==> config.mk <==
export PLATFORM = sky130hd
export DESIGN_NAME = mem_init_seq
export DESIGN_NICKNAME = d
export VERILOG_FILES = /design/src/rtl/mem_init_pkg.sv /design/src/rtl/mem_init_timer.sv /design/src/rtl/mem_init_steps.sv /design/src/rtl/mem_init_pins.sv /design/src/rtl/mem_init_seq.sv
export SDC_FILE = /design/constraint.sdc
export NUM_CORES = 1
export LEC_CHECK = 0
export ABC_AREA = 1
export CORE_MARGIN = 2
export CORE_UTILIZATION = 57
export DETAILED_ROUTE_END_ITERATION = 16
export HOLD_SLACK_MARGIN = 0.03
export PLACE_DENSITY = 0.84
export REMOVE_ABC_BUFFERS = 1
export SLEW_MARGIN = 30
export SYNTH_ARGS = -nofsm -noshare
export SYNTH_HDL_FRONTEND = slang
export SYNTH_SLANG_ARGS = --single-unit
==> constraint.sdc <==
create_clock -name clk -period 2.3 [get_ports clk]
set_input_delay 0.46 -clock clk [delete_from_list [all_inputs] [get_ports clk]]
set_output_delay 0.46 -clock clk [all_outputs]
set_load 0.02 [all_outputs]
==> src/rtl/mem_init_pkg.sv <==
package mem_init_pkg;

   typedef enum logic [2:0] {
      CMD_NOP,
      CMD_PRE,
      CMD_REF,
      CMD_MRS,
      CMD_SMRS
   } init_cmd_e;

   typedef enum logic [1:0] {
      PH_WAIT,
      PH_ISSUE,
      PH_GAP,
      PH_READY
   } init_phase_e;

   typedef struct packed {
      logic cs_n;
      logic ras_n;
      logic cas_n;
      logic we_n;
   } cmd_pins_t;

endpackage

==> src/rtl/mem_init_timer.sv <==
module mem_init_timer #(
   parameter int CNT_W     = 16,
   parameter int RESET_VAL = 1
) (
   input  logic             clk,
   input  logic             rst_n,
   input  logic             load,
   input  logic [CNT_W-1:0] load_val,
   output logic             expired
);

   logic [CNT_W-1:0] cnt_q;

   always_ff @(posedge clk or negedge rst_n) begin
      if (!rst_n) begin
         cnt_q <= CNT_W'(RESET_VAL);
      end else if (load) begin
         cnt_q <= load_val;
      end else if (cnt_q != '0) begin
         cnt_q <= cnt_q - 1'b1;
      end
   end

   assign expired = (cnt_q == '0);

endmodule

==> src/rtl/mem_init_steps.sv <==
module mem_init_steps
   import mem_init_pkg::*;
#(
   parameter int STEP_W        = 4,
   parameter int REFRESH_COUNT = 2,
   parameter bit MODE_FIRST    = 1'b0,
   parameter bit SPECIAL_EN    = 1'b0
) (
   input  logic [STEP_W-1:0] step_idx,
   output init_cmd_e         step_kind
);

   localparam int REF_FIRST_IDX = MODE_FIRST ? 2 : 1;
   localparam int REF_LAST_IDX  = REF_FIRST_IDX + REFRESH_COUNT - 1;
   localparam int MRS_IDX       = MODE_FIRST ? 1 : REFRESH_COUNT + 1;
   localparam int SMRS_IDX      = REFRESH_COUNT + 2;

   localparam logic [STEP_W-1:0] REF_LO = STEP_W'(REF_FIRST_IDX);
   localparam logic [STEP_W-1:0] REF_HI = STEP_W'(REF_LAST_IDX);
   localparam logic [STEP_W-1:0] MRS_AT = STEP_W'(MRS_IDX);
   localparam logic [STEP_W-1:0] SM_AT  = STEP_W'(SMRS_IDX);

   logic      is_ref;
   logic      is_smrs;

   assign is_ref = (step_idx >= REF_LO) && (step_idx <= REF_HI);

   generate
      if (SPECIAL_EN) begin : g_special
         assign is_smrs = (step_idx == SM_AT);
      end else begin : g_plain
         assign is_smrs = 1'b0;
      end
   endgenerate

   always_comb begin
      if (step_idx == '0) begin
         step_kind = CMD_PRE;
      end else if (step_idx == MRS_AT) begin
         step_kind = CMD_MRS;
      end else if (is_ref) begin
         step_kind = CMD_REF;
      end else if (is_smrs) begin
         step_kind = CMD_SMRS;
      end else begin
         step_kind = CMD_NOP;
      end
   end

endmodule

==> src/rtl/mem_init_pins.sv <==
module mem_init_pins
   import mem_init_pkg::*;
#(
   parameter int              ADDR_W      = 11,
   parameter int              PRE_ALL_BIT = 8,
   parameter int              COLOR_BIT   = 6,
   parameter logic [ADDR_W-1:0] MODE_WORD = '0,
   parameter bit              LOAD_COLOR  = 1'b0
) (
   input  init_cmd_e         kind,
   output cmd_pins_t         pins,
   output logic              special,
   output logic              bank,
   output logic [ADDR_W-1:0] addr
);

   localparam int RSV_BIT = ADDR_W - 1;

   always_comb begin
      pins    = '{cs_n: 1'b0, ras_n: 1'b1, cas_n: 1'b1, we_n: 1'b1};
      special = 1'b0;
      bank    = 1'b0;
      addr    = '0;
      unique case (kind)
         CMD_PRE: begin
            pins.ras_n        = 1'b0;
            pins.we_n         = 1'b0;
            addr[PRE_ALL_BIT] = 1'b1;
         end
         CMD_REF: begin
            pins.ras_n = 1'b0;
            pins.cas_n = 1'b0;
         end
         CMD_MRS: begin
            pins.ras_n    = 1'b0;
            pins.cas_n    = 1'b0;
            pins.we_n     = 1'b0;
            addr          = MODE_WORD;
            addr[RSV_BIT] = 1'b0;
         end
         CMD_SMRS: begin
            pins.ras_n      = 1'b0;
            pins.cas_n      = 1'b0;
            pins.we_n       = 1'b0;
            special         = 1'b1;
            addr[COLOR_BIT] = LOAD_COLOR;
         end
         default: begin
         end
      endcase
   end

endmodule

==> src/rtl/mem_init_seq.sv <==
module mem_init_seq
   import mem_init_pkg::*;
#(
   parameter int                CLK_MHZ       = 100,
   parameter int                WAIT_US       = 200,
   parameter int                REFRESH_COUNT = 2,
   parameter int                GAP_PRE       = 2,
   parameter int                GAP_REF       = 7,
   parameter int                GAP_MRS       = 2,
   parameter int                GAP_SMRS      = 2,
   parameter bit                MODE_FIRST    = 1'b0,
   parameter bit                SPECIAL_EN    = 1'b0,
   parameter bit                LOAD_COLOR    = 1'b0,
   parameter int                ADDR_W        = 11,
   parameter int                DQM_W         = 4,
   parameter logic [ADDR_W-1:0] MODE_WORD     = 11'h032
) (
   input  logic              clk,
   input  logic              rst_n,
   output logic              cke,
   output logic [DQM_W-1:0]  dqm,
   output logic              cs_n,
   output logic              ras_n,
   output logic              cas_n,
   output logic              we_n,
   output logic              special,
   output logic              bank,
   output logic [ADDR_W-1:0] addr,
   output logic              ready
);

   localparam int WAIT_CYCLES = CLK_MHZ * WAIT_US;
   localparam int NSTEPS      = 2 + REFRESH_COUNT + (SPECIAL_EN ? 1 : 0);
   localparam int STEP_W      = $clog2(NSTEPS + 1);
   localparam int CNT_W       = $clog2(WAIT_CYCLES + GAP_PRE + GAP_REF + GAP_MRS + GAP_SMRS + 1);
   localparam int PRE_ALL_BIT = 8;
   localparam int COLOR_BIT   = 6;
   localparam logic [STEP_W-1:0] LAST_STEP = STEP_W'(NSTEPS - 1);

   generate
      if (REFRESH_COUNT < 2) begin : g_bad_ref
         $error("REFRESH_COUNT must be at least 2");
      end
      if (WAIT_CYCLES < 1) begin : g_bad_wait
         $error("wait length must be at least one cycle");
      end
      if (GAP_PRE < 1 || GAP_REF < 1 || GAP_MRS < 1 || GAP_SMRS < 1) begin : g_bad_gap
         $error("every gap must be at least one cycle");
      end
      if (ADDR_W < 11) begin : g_bad_addr
         $error("ADDR_W must cover bits 10, 8 and 6");
      end
      if (DQM_W < 1) begin : g_bad_dqm
         $error("DQM_W must be positive");
      end
   endgenerate

   init_phase_e       phase_q;
   logic [STEP_W-1:0] step_q;
   init_cmd_e         step_kind;
   init_cmd_e         issue_kind;
   logic              timer_load;
   logic [CNT_W-1:0]  gap_len;
   logic              timer_done;
   cmd_pins_t         pins;

   mem_init_steps #(
      .STEP_W        (STEP_W),
      .REFRESH_COUNT (REFRESH_COUNT),
      .MODE_FIRST    (MODE_FIRST),
      .SPECIAL_EN    (SPECIAL_EN)
   ) u_steps (
      .step_idx  (step_q),
      .step_kind (step_kind)
   );

   always_comb begin
      unique case (step_kind)
         CMD_PRE:  gap_len = CNT_W'(GAP_PRE - 1);
         CMD_REF:  gap_len = CNT_W'(GAP_REF - 1);
         CMD_MRS:  gap_len = CNT_W'(GAP_MRS - 1);
         CMD_SMRS: gap_len = CNT_W'(GAP_SMRS - 1);
         default:  gap_len = '0;
      endcase
   end

   assign timer_load = (phase_q == PH_ISSUE);

   mem_init_timer #(
      .CNT_W     (CNT_W),
      .RESET_VAL (WAIT_CYCLES - 1)
   ) u_timer (
      .clk      (clk),
      .rst_n    (rst_n),
      .load     (timer_load),
      .load_val (gap_len),
      .expired  (timer_done)
   );

   always_ff @(posedge clk or negedge rst_n) begin
      if (!rst_n) begin
         phase_q <= PH_WAIT;
         step_q  <= '0;
      end else begin
         unique case (phase_q)
            PH_WAIT: begin
               if (timer_done) phase_q <= PH_ISSUE;
            end
            PH_ISSUE: begin
               phase_q <= PH_GAP;
            end
            PH_GAP: begin
               if (timer_done) begin
                  if (step_q == LAST_STEP) begin
                     phase_q <= PH_READY;
                  end else begin
                     step_q  <= step_q + 1'b1;
                     phase_q <= PH_ISSUE;
                  end
               end
            end
            default: begin
               phase_q <= PH_READY;
            end
         endcase
      end
   end

   assign issue_kind = (phase_q == PH_ISSUE) ? step_kind : CMD_NOP;

   mem_init_pins #(
      .ADDR_W      (ADDR_W),
      .PRE_ALL_BIT (PRE_ALL_BIT),
      .COLOR_BIT   (COLOR_BIT),
      .MODE_WORD   (MODE_WORD),
      .LOAD_COLOR  (LOAD_COLOR)
   ) u_pins (
      .kind    (issue_kind),
      .pins    (pins),
      .special (special),
      .bank    (bank),
      .addr    (addr)
   );

   assign cs_n  = pins.cs_n;
   assign ras_n = pins.ras_n;
   assign cas_n = pins.cas_n;
   assign we_n  = pins.we_n;
   assign cke   = 1'b1;
   assign dqm   = '1;
   assign ready = (phase_q == PH_READY);

   // ---------------- assertions ----------------
   logic [CNT_W-1:0] chk_cyc_q;
   logic             chk_seen_q;
   logic             out_nop;
   logic             out_pre;

   assign out_nop = !cs_n && ras_n && cas_n && we_n && !special;
   assign out_pre = !cs_n && !ras_n && cas_n && !we_n;

   always_ff @(posedge clk or negedge rst_n) begin
      if (!rst_n) begin
         chk_cyc_q  <= '0;
         chk_seen_q <= 1'b0;
      end else begin
         if (chk_cyc_q != CNT_W'(WAIT_CYCLES)) chk_cyc_q <= chk_cyc_q + 1'b1;
         if (!out_nop) chk_seen_q <= 1'b1;
      end
   end

   p_strobes_high_r1: assert property (@(posedge clk) disable iff (!rst_n)
      cke && (&dqm));

   p_wait_nop_r2: assert property (@(posedge clk) disable iff (!rst_n)
      (chk_cyc_q < CNT_W'(WAIT_CYCLES)) |-> out_nop);

   p_first_is_pre_r3: assert property (@(posedge clk) disable iff (!rst_n)
      (!chk_seen_q && !out_nop) |-> (out_pre && addr[PRE_ALL_BIT]));

   p_mrs_reserved_r5: assert property (@(posedge clk) disable iff (!rst_n)
      (!cs_n && !ras_n && !cas_n && !we_n && !special) |-> (!addr[ADDR_W-1] && !bank));

   p_command_single_r8: assert property (@(posedge clk) disable iff (!rst_n)
      !out_nop |=> out_nop);

   p_ready_sticky_r9: assert property (@(posedge clk) disable iff (!rst_n)
      ready |=> ready);

   p_ready_quiet_r9: assert property (@(posedge clk) disable iff (!rst_n)
      ready |-> out_nop);

   generate
      if (!SPECIAL_EN) begin : g_no_special_chk
         p_no_special_r7: assert property (@(posedge clk) disable iff (!rst_n)
            !special);
      end
   endgenerate

endmodule

**Word-level counts from Yosys, hierarchy flattened**

Index checks and enable logic that the tools add are counted.

- Add/subtract/negate cells: 2
- $mul: 0
- Divide/modulo/power cells: 0
- Magnitude comparators: 2
- Equal/unequal tests: 14
- Shift-type cells: 0
- Multiplexer cells: 17
- Bitwise operators: 1
- Reductions and logical operators: 12

Operator list:

| cell | count |
|---|---|
| $mux W15 | 2 |
| $eq A3 B2 Y1 const B | 5 |
| $logic_not A15 Y1 | 1 |
| $reduce_bool A15 Y1 | 1 |
| $sub A15 B1 Y15 const B | 1 |
| $mux W3 | 3 |
| $reduce_or A3 Y1 | 3 |
| $mux W2 | 4 |
| $eq A3 B1 Y1 const B | 2 |
| $eq A3 B3 Y1 const B | 2 |
| $mux W6 | 1 |
| $pmux W2 S3 | 1 |
| $pmux W3 S2 | 1 |
| $mux W1 | 5 |
| $eq A2 B2 Y1 const B | 2 |
| $ne A2 B2 Y1 const B | 2 |
| $reduce_or A4 Y1 | 1 |
| $add A3 B1 Y3 const B | 1 |
| $ge A3 B1 Y1 const B | 1 |
| $le A3 B2 Y1 const B | 1 |
| $logic_not A3 Y1 | 1 |
| $reduce_and A3 Y1 | 1 |
| $eq A2 B1 Y1 const B | 1 |
| $logic_not A2 Y1 | 1 |
| 4 further kinds | 4 |

- Flip-flop bits (word level): 20
- Latch bits: 0
- Bits in writable memories: 0
- ROM bits: 0
- Input bits: 2
- Output and inout bits: 23
- Memories: 0

**Longest topological paths before layout**

- Depth after elaboration: 9
- Depth in mapped cells: 11
- Gate-level depth less buffers: 11

**Modules after synthesis**

Synthesis repeated with hierarchy kept, for this count alone.

- Cells, all modules: 222
- Area, all modules: 1,564.0 um^2

Modules (own cells, without submodules):

| module | times used | cells each | area an instance (um^2) |
|---|---|---|---|
| mem_init_timer | 1 | 139 | 1,018.5 |
| mem_init_seq | 1 | 46 | 349.1 |
| mem_init_pins | 1 | 29 | 158.9 |
| mem_init_steps | 1 | 8 | 37.5 |

**Least setup slack after synthesis**

No wires, ideal clock.

- Path type: reg2out
- From: register step_q[0]
- To: output ras_n
- Data arrival time: 1.761 ns
- Setup slack: 0.079 ns
- Stages on the path, launching flop included: 7
- Path buffers: 0
- Cell sequence: dfrtp_1 -> ha_1 -> ha_1 -> inv_1 -> nand2_1 -> nand2_1 -> a21boi_0

- Longest elaborated chain between the ends: 9
- Elaborated cells between the ends (all ways): 15
- Classes of those cells: 2 x order compare; 5 x eq/ne; 5 x mux; 3 x reduce/logical

Ends and longest elaborated chain:

| what | line | source |
|---|---|---|
| start, declared | mem_init_seq.sv:59 | `logic [STEP_W-1:0] step_q;` |
| start signal, assigned | mem_init_seq.sv:117 | `step_q <= step_q + 1'b1;` |
| $ge A3 B1 Y1 or $le A3 B2 Y1 (tied branches) | mem_init_steps.sv:26 | `assign is_ref = (step_idx >= REF_LO) && (step_idx <= REF_HI);` |
| $logic_and A1 B1 Y1 | mem_init_steps.sv:26 |  |
| $mux W2 | mem_init_steps.sv:41 | `end else if (is_ref) begin` |
| $mux W3 | mem_init_steps.sv:39 | `end else if (step_idx == MRS_AT) begin` |
| $mux W3 * | mem_init_steps.sv:37 | `if (step_idx == '0) begin` |
| $mux W3 * | mem_init_seq.sv:129 | `assign issue_kind = (phase_q == PH_ISSUE) ? step_kind : CMD_NOP;` |
| $eq A3 B1 Y1, or another cell as far along | mem_init_pins.sv:24 | `unique case (kind)` |
| $reduce_or A4 Y1 (no source line) * | - |  |
| $mux W1 * | mem_init_pins.sv:24 |  |
| end, declared | mem_init_seq.sv:23 | `output logic ras_n,` |

Every way passes the cells marked *; elsewhere a longest branch is shown, timed or not.

**Worst setup path after layout**

- From: register step_q[0]
- To: output cas_n

- Longest elaborated chain between the ends: 9
- Elaborated cells between the ends (all ways): 14
- Classes of those cells: 2 x order compare; 4 x eq/ne; 5 x mux; 3 x reduce/logical

Ends and longest elaborated chain:

| what | line | source |
|---|---|---|
| $ge A3 B1 Y1 or $le A3 B2 Y1 (tied branches) | mem_init_steps.sv:26 |  |
| $logic_and A1 B1 Y1 | mem_init_steps.sv:26 |  |
| $mux W2 | mem_init_steps.sv:41 |  |
| $mux W3 | mem_init_steps.sv:39 |  |
| $mux W3 * | mem_init_steps.sv:37 |  |
| $mux W3 * | mem_init_seq.sv:129 |  |
| $eq A3 B2 Y1 or $eq A3 B3 Y1 (tied branches) | mem_init_pins.sv:24 |  |
| $reduce_or A3 Y1 (no source line) * | - |  |
| $mux W1 * | mem_init_pins.sv:24 |  |
| end, declared | mem_init_seq.sv:24 | `output logic cas_n,` |

Marked as above.

==> impl_summary.md <==
Pwr
Overall power consumption after layout is estimated at 0.591 mW. The switching power of the nets is 0.139 mW. The clock share of power is 0.350. The part of the total power dissipated in combinational logic is 0.053. The switching share of power is 0.235. The power share of the sequential group is 0.597. The internal power is 0.452 mW.

In this run the static leakage power is 0.920 nW. IR analysis of the VDD net gives a maximum drop of 0.000287 V. The cell area power density is 376 mW/mm².

Placement
The placer congestion estimate is 0.756. The number of port buffers is 9. The post-place instance area is 0.00156 mm². Before CTS, the worst setup slack after placement is -12.9 ps. Detailed placement finished with a half-perimeter wire length of 1940 µm.

Synth
The fraction of registers with async set or reset after synthesis is 1.00. Counting distinct cell types in the post-synthesis netlist gives 24. The cell type contributing the most total cell area after synthesis is dfrtp_1. Counting every instance in the synthesized netlist gives 201. The dominant synthesized flop cell is dfrtp_1. The portion of synthesized cell area occupied by the leading cell type is 0.187. For this run, the register share of the synthesized area comes to 0.347. In this run the cell area of the synthesized design comes to 0.00148 mm². The leading cell type by number of instances after synthesis is nand2_1. By area the synthesized netlist is led by dfrtp_1, dfstp_2, nand2_1, buf_4, nor2_1.

The mean area per synthesized cell is 7.34 µm². The number of synthesized register bits is 20. Yosys printed 0 warnings. The commonest cells after synthesis are nand2_1, nor2_1, inv_1. Counting flops with a built-in enable in the synthesized netlist gives 0.

STA
The max-slew violation count is 0. On the final layout, the worst clock skew is 4.42 ps. Of the available clock period, the critical path in the final layout requires 0.963. The least setup slack across all paths after layout is 84.0 ps.

The worst hold slack is 476 ps. The smallest clock period supported by the final layout is computed as 2220 ps. The maximum frequency from static timing analysis is 451 MHz.

Setup violations remaining at the end of the flow were counted as 0. Setup repair after global routing could not meet its margin everywhere. The final-report hold violation count is 0.

Critical path
The endpoint kind of the worst setup timing path is an output port. The worst setup path is launched from a flip-flop. In this run the worst setup path terminates at cas_n.

In this run the number of cells on the critical path is 7. The depth of the most critical reg-to-reg path is 9. The kind of cell with the highest combined delay on the critical path is buffers and inverters.

The worst flop-to-flop path endpoint is u_timer.cnt_q[8]. The signal on the critical path passes through ha_1 -> ha_1 -> inv_1 -> buf_4 -> nand2_1 -> nand2_1 -> clkdlybuf4s15_1. Tracing the worst setup path back leads to its startpoint at step_q[0]. In this run the critical register-to-register path is launched from u_timer.cnt_q[0]. The slack of the worst reg-to-reg path is 740 ps. The data arrival time at the worst-slack endpoint is 1760 ps.

The delay of the slowest cell on the worst path is 450 ps. Along the worst path, the maximum fanout reaches 5. The setup path with the least slack is of type flip-flop to output port. The buffering stage count on the worst path with inverters included is 3. The data required time of the critical path is 1840 ps. On the critical path, the stage with the largest delay is an instance of dfrtp_2.

Clock tree
The source-to-sink clock delay at the later pin of the worst-skew pair is 300 ps. In this run the number of H-tree levels came out at 1. Once the clock tree was built, the setup fixing pass inserted 0 buffers. Clock-pin slew was measured on the worst setup and hold paths at 110 ps.

The clock sink count is 20. The maximum number of buffers from clock root to sink is 2. TritonCTS built the clock tree. Clock tree synthesis inserted a total of 3 buffers. The clock tree root driver cell is clkbuf_4. Buffers inserted to repair hold after CTS numbered 0.

Die
The initial utilization of the core area, before any placement, comes to 0.601. The die covers 0.00301 mm². During I/O placement, the number of pins put on the boundary was 25.

The number of placement rows is 18. The total area inside the core boundary comes to 0.00245 mm². The width of the die is 54.9 µm.

The die span in y is 54.9 µm.

Cells and area
The synthesis-to-layout area growth is 6.53%. The share of post-route cells with drive strength above 1 is 0.228. The number of inserted diodes is 0.

The count of fill cells added during filler insertion is 226. The multi-input combinational cells in the finished layout cover a total of 771 µm². Summing all flip-flop and latch instances after layout gives 513 µm². Summing all non-filler instances in the final layout gives an area of 0.00157 mm². In the final design database the tool counted 224 nets.

Detailed routing
After detailed routing, the number of remaining DRC violations is 0. The detailed router finished its first iteration with 26 violations. The final antenna-violating net count is 0. The vias after detailed routing is 1139. Dividing the detail-routed wire length by the instance count gives 9.96 µm. For this block, the routed nets add up to 2440 µm of wire. Dividing the detail-routed via count by the number of cells gives 4.65. Before antenna repair, the detailed router went through 4 iterations.

Worst hold path
The worst hold path class is primary input to async pin.

Global routing
The pin count of the biggest net entering global routing is 21. The total congestion overflow after global routing is 0. The via count of the first global-routing pass is 986.

The number of antenna violations at the first check in global routing is 0. The global-route wire length before repair is 4040 µm. The global router's overall resource usage is 0.186.

Flow run
The max-capacitance violation count is 0.

Outcome
The flow ran to the end, and the final reports show no timing, DRC or antenna violations.
layout make-up:
type,instances,area share
clock buffers,4,0.0231
multi-input cells,149,0.490
repair buffers,15,0.0685
flip-flops and latches,20,0.326
inverters,27,0.0677
well taps,30,0.0239
layer usage:
layer | GRT usage | part of all wire | up-vias
met5 | 0 | 0 | -
met4 | 0.0750 | 0.012 | 0
met3 | 0.0328 | 0.037 | 4
met2 | 0.302 | 0.45 | 20
met1 | 0.243 | 0.50 | 499
li1 | - | - | 616
power groups by stage:
stage | Clock (mW) | Sequential [mW] | Combinational (mW)
after floorplan | 0 | 0.359 | 0.0211
after global placement | 0 | 0.358 | 0.0310
after detailed placement | 0 | 0.358 | 0.0311
after CTS | 0.215 | 0.352 | 0.0313
after global routing | 0.230 | 0.353 | 0.0352
final | 0.207 | 0.352 | 0.0311
sequential cells by signal (all words and copies together) (netlist names):
register,flops
u_timer.cnt_q,15
step_q,3
phase_q,2
worst register-to-register path: cells and delay by family (launching register included):
| family | cells | cell delay [ps] |
|---|---|---|
| adder cells (fa/ha/maj) | 1 | 210 |
| buffers and inverters | 2 | 140 |
| flip-flops | 1 | 560 |
| AND/OR/NAND/NOR | 6 | 580 |
cells by family after synthesis:
group / count (synthesis) / share of synthesized area
AND/OR/NAND/NOR: 118 / 0.395
adder cells (fa/ha/maj): 6 / 0.0509
flip-flops: 20 / 0.347
AO/OA/AOI/OAI: 10 / 0.0382
buffers and inverters: 45 / 0.164
other: 2 / 0.00509
what timing repair did:
action                     CTS  global route
gates resized for setup     13            13
pin swaps                    0             0
setup endpoints to repair    7             7
through the flow:
stage | setup TNS, ps | std cells | util
after floorplan | 0 | 196 | -
after global placement | 0 | 241 | 0.636
after detailed placement | -12.9 | 241 | 0.636
after CTS | 0 | 245 | 0.647
after global routing | -19.1 | 245 | 0.640
final | 0 | 245 | 0.640
worst min-delay path by stage:
stage / startpoint / end / depth (start not counted)
6_report: rst_n / u_timer.cnt_q[7] / 2
4_1_cts: rst_n / u_timer.cnt_q[7] / 2
2_1_floorplan: rst_n / phase_q[0] / 0
3_5_place_dp: u_timer.cnt_q[14] / u_timer.cnt_q[14] / 2
3_3_place_gp: u_timer.cnt_q[14] / u_timer.cnt_q[14] / 2
5_1_grt: rst_n / u_timer.cnt_q[7] / 2
placed cells by master, fill, tap and decap left out, drive strengths merged:
cell,instances
nand2,55
nor2,36
inv,26
nand3,19
conb,15
dfrtp,11
dfstp,9
buf,8
clkbuf,8
ha,6
or2,5
o21ai,5
a21oi,3
nand4,3
clkdlybuf4s50,2
a21boi,1
clkinv,1
a31o,1
clkdlybuf4s15,1
Power figures use the tool's default switching activity.
